<file path="config.mk">
export PLATFORM = sky130hd
export DESIGN_NAME = rxd_engine
export DESIGN_NICKNAME = d
export VERILOG_FILES = /design/src/rtl/rxd_pkg.sv /design/src/rtl/rxd_cmd_dec.sv /design/src/rtl/rxd_fifo.sv /design/src/rtl/rxd_engine.sv
export SDC_FILE = /design/constraint.sdc
export NUM_CORES = 1
export LEC_CHECK = 0
export ABC_AREA = 1
export ABC_CLOCK_PERIOD_IN_PS = 3700
export BUFFER_PORTS_ARGS = -buffer_cell sky130_fd_sc_hd__buf_2
export CORE_MARGIN = 5
export CORE_UTILIZATION = 27
export DETAILED_ROUTE_END_ITERATION = 10
export SYNTH_ARGS = -nofsm -noshare
export SYNTH_HDL_FRONTEND = slang
export SYNTH_SLANG_ARGS = --single-unit
</file>
<file path="constraint.sdc">
create_clock -name clk -period 3.7 [get_ports clk]
set_clock_uncertainty 0.2 [all_clocks]
set_input_delay 0.925 -clock clk [delete_from_list [all_inputs] [get_ports clk]]
set_output_delay 0.925 -clock clk [all_outputs]
set_load 0.05 [all_outputs]
</file>
<file path="src/rtl/rxd_pkg.sv">
package rxd_pkg;
    localparam int CMD_EN_BIT  = 0;
    localparam int CMD_DIS_BIT = 1;
    localparam int CMD_RST_BIT = 2;

    typedef enum logic [2:0] {
        ST_IDLE,
        ST_DESC_RD,
        ST_XFER,
        ST_WBACK,
        ST_ADVANCE
    } rxd_state_e;
endpackage

</file>
<file path="src/rtl/rxd_cmd_dec.sv">
module rxd_cmd_dec
    import rxd_pkg::*;
#(
    parameter int CMD_W = 3
) (
    input  logic             wr,
    input  logic [CMD_W-1:0] wdata,
    output logic             do_reset,
    output logic             do_disable,
    output logic             do_enable
);
    // Priority: reset, then disable, then enable.
    always_comb begin
        do_reset   = wr && wdata[CMD_RST_BIT];
        do_disable = wr && !wdata[CMD_RST_BIT] && wdata[CMD_DIS_BIT];
        do_enable  = wr && !wdata[CMD_RST_BIT] && !wdata[CMD_DIS_BIT] && wdata[CMD_EN_BIT];
    end

    always_comb begin
        assert (!(do_reset && do_enable) && !(do_disable && do_enable))
            else $error("p_dec_excl_r1: enable decoded together with disable or reset");
    end
endmodule

</file>
<file path="src/rtl/rxd_fifo.sv">
module rxd_fifo #(
    parameter int W     = 33,
    parameter int DEPTH = 8
) (
    input  logic         clk,
    input  logic         rst_n,
    input  logic         clr,
    input  logic         push,
    input  logic [W-1:0] wdata,
    input  logic         pop,
    output logic [W-1:0] rdata,
    output logic         empty,
    output logic         full,
    output logic [$clog2(DEPTH):0] count
);
    localparam int PW = $clog2(DEPTH);

    typedef struct packed {
        logic [PW-1:0] wr;
        logic [PW-1:0] rd;
        logic [PW:0]   cnt;
    } fifo_t;

    fifo_t q, d;
    logic [W-1:0] store_q [DEPTH];
    logic push_ok, pop_ok;

    assign empty = (q.cnt == '0);
    assign full  = (q.cnt == (PW+1)'(DEPTH));
    assign count = q.cnt;
    assign rdata = store_q[q.rd];
    assign push_ok = push && !full && !clr;
    assign pop_ok  = pop && !empty && !clr;

    always_comb begin
        d = q;
        if (clr) begin
            d = '0;
        end else begin
            if (push_ok) d.wr = (q.wr == PW'(DEPTH-1)) ? '0 : q.wr + 1'b1;
            if (pop_ok)  d.rd = (q.rd == PW'(DEPTH-1)) ? '0 : q.rd + 1'b1;
            d.cnt = q.cnt + (PW+1)'(push_ok) - (PW+1)'(pop_ok);
        end
    end

    always_ff @(posedge clk or negedge rst_n) begin
        if (!rst_n) q <= '0;
        else        q <= d;
    end

    always_ff @(posedge clk) begin
        if (push_ok) store_q[q.wr] <= wdata;
    end

    p_pop_nonempty_r5: assert property (@(posedge clk) disable iff (!rst_n)
        pop |-> !empty);
    p_no_overflow_r10: assert property (@(posedge clk) disable iff (!rst_n)
        q.cnt <= (PW+1)'(DEPTH));
endmodule

</file>
<file path="src/rtl/rxd_engine.sv">
module rxd_engine
    import rxd_pkg::*;
#(
    parameter int AW         = 32,
    parameter int DW         = 32,
    parameter int CMD_W      = 3,
    parameter int LEN_W      = 16,
    parameter int FIFO_DEPTH = 8
) (
    input  logic             clk,
    input  logic             rst_n,
    input  logic             cmd_wr,
    input  logic [CMD_W-1:0] cmd_wdata,
    input  logic             dp_wr,
    input  logic [AW-1:0]    dp_wdata,
    input  logic             rx_valid,
    input  logic [DW-1:0]    rx_data,
    input  logic             rx_last,
    output logic             mem_req,
    output logic             mem_we,
    output logic [AW-1:0]    mem_addr,
    output logic [DW-1:0]    mem_wdata,
    input  logic             mem_gnt,
    input  logic [DW-1:0]    mem_rdata,
    output logic             irq_desc,
    output logic             irq_idle,
    output logic             stat_enable,
    output logic             stat_done,
    output logic             stat_idle,
    output logic [AW-1:0]    stat_dp,
    output logic [CMD_W-1:0] cmd_reg
);
    localparam int OWN_B      = DW - 1;
    localparam int INTR_B     = DW - 3;
    localparam int DESC_WORDS = 3;
    localparam int FW         = DW + 1;
    localparam int CW         = $clog2(FIFO_DEPTH) + 1;

    typedef struct packed {
        rxd_state_e       state;
        logic             en;
        logic             done;
        logic [AW-1:0]    dp;
        logic [1:0]       idx;
        logic [AW-1:0]    link;
        logic             intr;
        logic [AW-1:0]    frag;
        logic [LEN_W-1:0] len;
        logic             irq_desc;
        logic             irq_idle;
        logic [CMD_W-1:0] cmd;
    } regs_t;

    regs_t q, d;

    logic do_reset, do_disable, do_enable;
    logic fifo_push, fifo_pop, fifo_clr, fifo_empty, fifo_full;
    logic [FW-1:0] fifo_rdata;
    logic [CW-1:0] fifo_count;
    logic [DW-1:0] wb_word;

    rxd_cmd_dec #(.CMD_W(CMD_W)) u_dec (
        .wr(cmd_wr), .wdata(cmd_wdata),
        .do_reset(do_reset), .do_disable(do_disable), .do_enable(do_enable)
    );

    assign fifo_push = rx_valid && q.en;

    rxd_fifo #(.W(FW), .DEPTH(FIFO_DEPTH)) u_fifo (
        .clk(clk), .rst_n(rst_n), .clr(fifo_clr),
        .push(fifo_push), .wdata({rx_last, rx_data}),
        .pop(fifo_pop), .rdata(fifo_rdata),
        .empty(fifo_empty), .full(fifo_full), .count(fifo_count)
    );

    always_comb begin
        wb_word = '0;
        wb_word[OWN_B] = 1'b1;
        wb_word[INTR_B] = q.intr;
        wb_word[LEN_W-1:0] = q.len;
    end

    always_comb begin
        d = q;
        d.irq_desc = 1'b0;
        d.irq_idle = 1'b0;
        mem_req = 1'b0;
        mem_we = 1'b0;
        mem_addr = q.dp;
        mem_wdata = wb_word;
        fifo_pop = 1'b0;
        fifo_clr = 1'b0;

        unique case (q.state)
            ST_IDLE: ;
            ST_DESC_RD: begin
                mem_req = 1'b1;
                mem_addr = q.dp + AW'(q.idx);
                if (mem_gnt) begin
                    d.idx = q.idx + 1'b1;
                    if (q.idx == 2'd0) d.link = mem_rdata[AW-1:0];
                    if (q.idx == 2'd1) d.intr = mem_rdata[INTR_B];
                    if (q.idx == 2'd1 && mem_rdata[OWN_B]) begin
                        d.irq_idle = 1'b1;
                        d.state = ST_IDLE;
                    end
                    if (q.idx == 2'(DESC_WORDS-1)) begin
                        d.frag = mem_rdata[AW-1:0];
                        d.len = '0;
                        d.state = ST_XFER;
                    end
                end
            end
            ST_XFER: begin
                mem_req = !fifo_empty;
                mem_we = 1'b1;
                mem_addr = q.frag;
                mem_wdata = fifo_rdata[DW-1:0];
                if (mem_gnt && !fifo_empty) begin
                    fifo_pop = 1'b1;
                    d.frag = q.frag + 1'b1;
                    d.len = q.len + 1'b1;
                    if (fifo_rdata[DW]) d.state = ST_WBACK;
                end
            end
            ST_WBACK: begin
                mem_req = 1'b1;
                mem_we = 1'b1;
                mem_addr = q.dp + AW'(1);
                if (mem_gnt) begin
                    d.irq_desc = q.intr;
                    d.state = q.en ? ST_ADVANCE : ST_IDLE;
                end
            end
            ST_ADVANCE: begin
                if (q.link == '0) begin
                    d.irq_idle = 1'b1;
                    d.done = 1'b1;
                    d.state = ST_IDLE;
                end else begin
                    d.dp = q.link;
                    d.idx = '0;
                    d.state = ST_DESC_RD;
                end
            end
            default: d.state = ST_IDLE;
        endcase

        if (cmd_wr) d.cmd = cmd_wdata;
        if (do_reset) begin
            d.en = 1'b0;
            d.done = 1'b0;
            d.len = '0;
            d.state = ST_IDLE;
            fifo_clr = 1'b1;
        end else if (do_disable) begin
            d.en = 1'b0;
        end else if (do_enable) begin
            d.en = 1'b1;
            if (q.state == ST_IDLE) begin
                d.state = ST_DESC_RD;
                d.idx = '0;
            end
        end

        if (dp_wr) begin
            d.dp = dp_wdata;
            d.done = 1'b0;
        end
    end

    always_ff @(posedge clk or negedge rst_n) begin
        if (!rst_n) begin
            q <= '0;
            q.state <= ST_IDLE;
        end else begin
            q <= d;
        end
    end

    assign irq_desc = q.irq_desc;
    assign irq_idle = q.irq_idle;
    assign stat_enable = q.en;
    assign stat_done = q.done;
    assign stat_idle = (q.state == ST_IDLE);
    assign stat_dp = q.dp;
    assign cmd_reg = q.cmd;

    p_dis_wins_r1: assert property (@(posedge clk) disable iff (!rst_n)
        cmd_wr && cmd_wdata[CMD_DIS_BIT] |=> !stat_enable);
    p_kick_r2: assert property (@(posedge clk) disable iff (!rst_n)
        cmd_wr && cmd_wdata[CMD_EN_BIT] && !cmd_wdata[CMD_DIS_BIT] && !cmd_wdata[CMD_RST_BIT]
        && stat_idle |=> stat_enable && mem_req && !mem_we);
    p_idle_stays_r3: assert property (@(posedge clk) disable iff (!rst_n)
        stat_idle && !stat_enable && !cmd_wr |=> stat_idle && !mem_req);
    p_owned_r4: assert property (@(posedge clk) disable iff (!rst_n)
        mem_req && !mem_we && mem_gnt && mem_rdata[OWN_B] && q.idx == 2'd1 && !cmd_wr
        |=> irq_idle && stat_idle);
    p_req_hold_r5: assert property (@(posedge clk) disable iff (!rst_n)
        mem_req && !mem_gnt && !cmd_wr && !dp_wr |=> mem_req && $stable(mem_addr));
    p_halt_r7: assert property (@(posedge clk) disable iff (!rst_n)
        q.state == ST_WBACK && mem_gnt && !stat_enable && !cmd_wr && !dp_wr
        |=> stat_idle && $stable(stat_dp));
    p_dp_write_r9: assert property (@(posedge clk) disable iff (!rst_n)
        dp_wr |=> !stat_done && stat_dp == $past(dp_wdata));
    p_drop_r10: assert property (@(posedge clk) disable iff (!rst_n)
        rx_valid && !stat_enable && !fifo_pop && !cmd_wr |=> $stable(fifo_count));
    p_rx_reset_r11: assert property (@(posedge clk) disable iff (!rst_n)
        cmd_wr && cmd_wdata[CMD_RST_BIT]
        |=> stat_idle && !stat_enable && fifo_empty && cmd_reg == $past(cmd_wdata));
    p_pulse_desc_r12: assert property (@(posedge clk) disable iff (!rst_n)
        irq_desc |=> !irq_desc);
    p_pulse_idle_r12: assert property (@(posedge clk) disable iff (!rst_n)
        irq_idle |=> !irq_idle);
endmodule

</file>
-- After elaboration in Yosys (flattened, before gate mapping)
Memory sizes are Yosys's and may differ from the RTL's.
Cells that the tools add are included.
- logic and storage cells: 129
- register bits after elaboration: 135
- memories kept: 1
- output and inout bits: 106
- ROM bits: 0
- bits in writable memories: 264
- bits in latches: 0
- bits of input ports: 106
- memory list (name ; depth ; width ; read ports ; clocked after memory_dff ; write ports ; RTL line ; text):
    u_fifo.store_q ; 8 ; 33 ; 1 ; 0 ; 1 ; rxd_fifo.sv:25 ; logic [W-1:0] store_q [DEPTH];
- $add $sub $neg: 9
- reduce and logical (&&, ||, !) cells: 37
- $mul: 0
- shift operators: 0
- bitwise operators: 0
- muxes and demuxes: 51
- divide/modulo/power cells: 0
- eq/ne operators: 16
- $lt $le $gt $ge: 0
- operators with widths (kind ; number):
    2-to-1 mux 48 bit ; 2
    case mux 32 bit (3 select lines) ; 1
    case mux 48 bit (2 select lines) ; 1
    2-to-1 mux 83 bit ; 1
    2-to-1 mux 33 bit ; 2
    adder 32 x 1 -> 32 bit (second input constant) ; 2
    2-to-1 mux 32 bit ; 2
    2-to-1 mux 3 bit ; 13
    2-to-1 mux 34 bit ; 1
    adder 32 x 2 -> 32 bit ; 1
    logical NOT 32 bit ; 1
    adder 16 x 1 -> 16 bit (second input constant) ; 1
    2-to-1 mux 1 bit ; 16
    2-to-1 mux 16 bit ; 1
    case mux 3 bit (5 select lines) ; 1
    logical AND 1 bit ; 12
    nonzero test 3 bit ; 4
    2-to-1 mux 10 bit ; 1
    == test 3 bit (second input constant) ; 3
    inequality test 3 bit (second input constant) ; 3
    2-to-1 mux 2 bit ; 4
    2-to-1 mux 4 bit ; 2
    inequality test 2 bit (second input constant) ; 4
    AND reduction 4 bit ; 2
    19 further kinds ; 32

-- Longest topological paths before layout
- depth in word-level cells: 10
- mapped depth: 16
- gate-level depth less buffers: 16

-- Hierarchy
From an unflattened synthesis, not the netlist that was laid out.
- cell total of the unflattened synthesis: 2676
- area total of the unflattened synthesis: 21345.5 µm²
- modules (own cells, without submodules) (module ; cells an instance ; instances ; area each (µm²) ; seq. area each (µm²)):
    rxd_fifo ; 1233 ; 1 ; 12231.7 ; 8177.8
    rxd_engine ; 1435 ; 1 ; 9078.7 ; 3128.0
    rxd_cmd_dec ; 8 ; 1 ; 35.0 ; 0.0

-- Least setup slack after synthesis
OpenSTA, ideal clock, no wires.
- kind: register -> output
- start: register q[124] (netlist name)
- end: output mem_addr[17]
- cell stages (with the launch flop): 11
- buffers on the path: 1
- slack: -1.102 ns
- arrival: 3.677 ns
- path through: dfrtp_1 buf_4 nor2_1 a21oi_1 ha_1 nand2_1 a21oi_1 inv_1 nor2_1 a21oi_1 o21ai_0
- word-level cells in the longest chain between the ends: 2
- elaborated cells on any way between the ends: 4
- classes of those cells: 3 x eq/ne; 1 x mux
- ends and longest elaborated chain (element ; RTL line ; text):
    start: declaration ; rxd_engine.sv:54 ; regs_t q, d;
    == test 3 x 2 -> 1 bit / == test 3 x 1 -> 1 bit (equally long branches) ; rxd_engine.sv:94 ; unique case (q.state)
    case mux 32 bit (3 select lines) (*) ; rxd_engine.sv:94 ;
    end: declaration ; rxd_engine.sv:21 ; output logic [AW-1:0] mem_addr,
Every way passes the cells marked *; elsewhere a longest branch is shown, timed or not.

-- Worst setup path in the final report
- start: register q[124] (netlist name)
- end: output mem_addr[18]
Same word-level chain as after synthesis.

==> qor.txt <==
Status - finished with violations
Failing checks - negative setup slack
Diode count - 0
Req. time, crit path - 2.57 ns
DRT antenna net count - 0
Non-filler cells, final - 3283
Reg2reg setup slack - 0.56 ns
DRC viols - 0
Total GRT Usage - 0.148
Die width - 277 um
RSZ-0062 raised after global routing - true
Worst Max-Slew Pin Slew - 0.902 ns
Post-DP Area - 21600 um^2
Wirelength per Cell - 18.6 um
Detailed Routing Iterations Pass 1 - 5
Initial Util - 0.271
WS Path Type - flop to output pin
Final instance area - 23900 um^2
Die span in y - 277 um
Clock share of power - 0.336
Cell internal pwr - 9.03 mW
Synthesized area - 19300 um^2
Worst-path cell chain - nor2_4, nand2_2, nand2_2, ha_4, fa_2, nand2_4, nor2_4, nand2_4, nor2_4, inv_1, o21bai_1, nand3_1, nand2_2, buf_8
R2R Path Start - q[124]$_DFF_PN0_
Register area share after synthesis - 0.585
Global-route wire length before repair - 90.1 mm
Delay of the slowest critical-path stage - 0.40 ns
Sequential Power Share - 0.418
Peak supply drop - 0.395 mV
Crit-path max FO - 5
Unique masters post-synth - 41
HP Class - input pin to async pin
H-tree levels - 2
Relative slew margins - 0.394
CP delay by family, top - simple AND/OR/NAND/NOR gates
Antenna violations before repair - 5
Fmax - 259 MHz
Die area - 77000 um^2
CTS tree - done
CTS clk-pin slew, worst paths - 0.06 ns
Period utilization - 1.04
Vias in the first global route - 14981
WP data arrival - 2.73 ns
Area delta synth->final - 23.9%
Max reg flops - 264
Placed cells - 3183
CTS Buf Count - 45
Final Hold Violating Endpoints - 0
Largest net degree at the start of global routing - 93
I/O Pins - 212
Flops & latches, synth - 399
Worst Setup Start Kind - flop
Routability Congestion - 0.904
DRT iter0 DRCs - 1382
DP Worst Slack - 0.0620 ns
Critical path depth - 14
Final worst setup slack - -0.156 ns
Sw Pwr - 4.57 mW
Worst reg2reg path depth - 14
Total grt overflow - 0
Critical path endpoint - mem_addr[18]
P_leak - 9.45 nW
Total of max-cap violations - 0
Max Slew Vio Count - 0
Logic pwr share - 0.247
Core Rows - 98
# hold bufs at CTS - 0
Port buffer count - 211
Setup crit start - q[124]$_DFF_PN0_
PwrDens - 568 nW/um^2
PnR Total Power - 13.6 mW
Vias - 15716
HPWL Detailed - 39.6 mm
Largest reg by FF count - u_fifo.store_q
Sw frac - 0.336
Critical path's slowest cell - dfrtp_1
Vias/cell - 4.79
Clk root buf - clkbuf_16
Maximum clock insertion buffer count - 3
Nets@finish - 2424
WL final - 61.0 mm
Worst-Skew Late Latency - 0.58 ns
Setup TNS - -1.89 ns
# setup viols final - 25
Cell count after synthesis - 2104
Share of post-route cells with drive strength above 1 - 0.195
Buf/Inv on CP - 2
Terminus of the critical flop-to-flop path - u_fifo.count[3]$_DFF_PN0_
Commonest non-fill, non-tap cell in the layout - nand2_1
YS warnings - 0
Hold slack - 0.0936 ns
Post-layout util - 0.336
Post-Synthesis Net Count - 2229
Crit. End Element - output pin
Core ar. - 71200 um^2
CTS Sinks - 399
Mean post-synth cell area - 9.18 um^2
Most frequent cells in the layout - 362 x nand2_1, 336 x nor2_1, 264 x edfxtp_1
Minimum clock period - 3.86 ns
worst min path at each step:
stage                 startpoint                 endpoint  slack, ns  cells after the start
6_report                   rst_n  stat_dp[28]$_DFFE_PN0P_       0.09                      1
5_1_grt                    rst_n  stat_dp[28]$_DFFE_PN0P_       0.14                      1
4_1_cts                    rst_n  stat_dp[28]$_DFFE_PN0P_       0.11                      1
3_5_place_dp   q[53]$_DFFE_PN0P_        q[53]$_DFFE_PN0P_       0.30                      2
3_3_place_gp   q[53]$_DFFE_PN0P_        q[53]$_DFFE_PN0P_       0.28                      2
2_1_floorplan  q[53]$_DFFE_PN0P_        q[53]$_DFFE_PN0P_       0.25                      2
cell type report:
class | instances | area [um^2]
Inverter | 162 | 627
Clock buffer | 63 | 1270
Sequential cell | 399 | 11300
Tap cell | 950 | 1190
Fill cell | 7257 | 47300
Clock inverter | 18 | 249
Multi-Input combinational cell | 1410 | 7050
Timing Repair Buffer | 281 | 2230
routing by layer:
metal | GRT usage | vias to the layer above | wire length, um
met5 | 0 | - | 58
met4 | 0.0378 | 10 | 1320
met3 | 0.0321 | 95 | 4420
met2 | 0.246 | 561 | 29000
met1 | 0.196 | 7473 | 26200
li1 | - | 7577 | -
cell usage after synthesis:
cell	instances	area [um^2]
nand3b_1	2	15.0
buf_4	39	293
buf_2	27	135
edfxtp_1	264	7930
nand2_2	1	6.26
or2_2	5	31.3
a21oi_1	50	250
nor2_2	5	31.3
o21a_1	6	45.0
nand2_4	2	22.5
inv_1	156	586
a21o_1	6	45.0
a22oi_1	4	30.0
dfrtp_1	135	3380
o21ai_1	4	20.0
nand3_2	1	10.0
nand3_1	166	831
inv_2	5	18.8
xnor2_1	1	8.76
clkinv_1	1	3.75
nor3_1	23	115
nor3_4	1	16.3
nor4_1	1	6.26
nand2_1	377	1420
o21ai_0	249	1250
o21bai_1	1	7.51
a2111oi_0	1	8.76
o22ai_1	29	181
o31ai_1	2	15.0
ha_1	17	213
clkbuf_1	57	214
mux2_2	13	146
xor2_1	5	43.8
a31oi_1	18	113
o221ai_1	21	184
nand4_1	18	113
buf_6	1	11.3
buf_1	9	33.8
fa_1	2	40.0
o211ai_1	21	158
nor2_1	358	1340
kinds of logic (layout without fill, tap and decap cells):
logic type | Yosys count | after routing | share of synthesized area
fa+ha+maj | 19 | 19 | 0.0131
buf+inv | 295 | 524 | 0.0671
simple gates | 960 | 960 | 0.205
xor+xnor | 6 | 6 | 0.00272
compound gates | 412 | 412 | 0.119
flops | 399 | 399 | 0.585
mux | 13 | 13 | 0.00758
repair_timing:
action | in CTS | in global routing
resized for setup | 97 | 112
pin swaps | 6 | 15
hold endpoints to repair | 0 | 0
gates cloned | 0 | 5
setup buffers | 4 | 13
endpoints found under the setup margin | 49 | 51
power groups by stage:
stage / Sequential [mW] / Clock, mW / Combinational (mW)
global route: 5.73 / 4.89 / 3.68
detailed placement: 5.74 / 0 / 3.02
finish: 5.68 / 4.56 / 3.36
global placement: 5.73 / 0 / 3.00
floorplan: 5.62 / 0 / 2.21
CTS: 5.66 / 4.70 / 3.21
worst register-to-register path: cells and delay by family, from the launching register on:
family	cells	cell delay, ns
buffers and inverters	5	0.74
AND/OR/NAND/NOR	3	0.72
AO/OA/AOI/OAI	4	0.56
adder cells (fa/ha/maj)	2	0.42
flip-flops	1	0.40
Note: power is estimated with default switching activity, not from simulation.
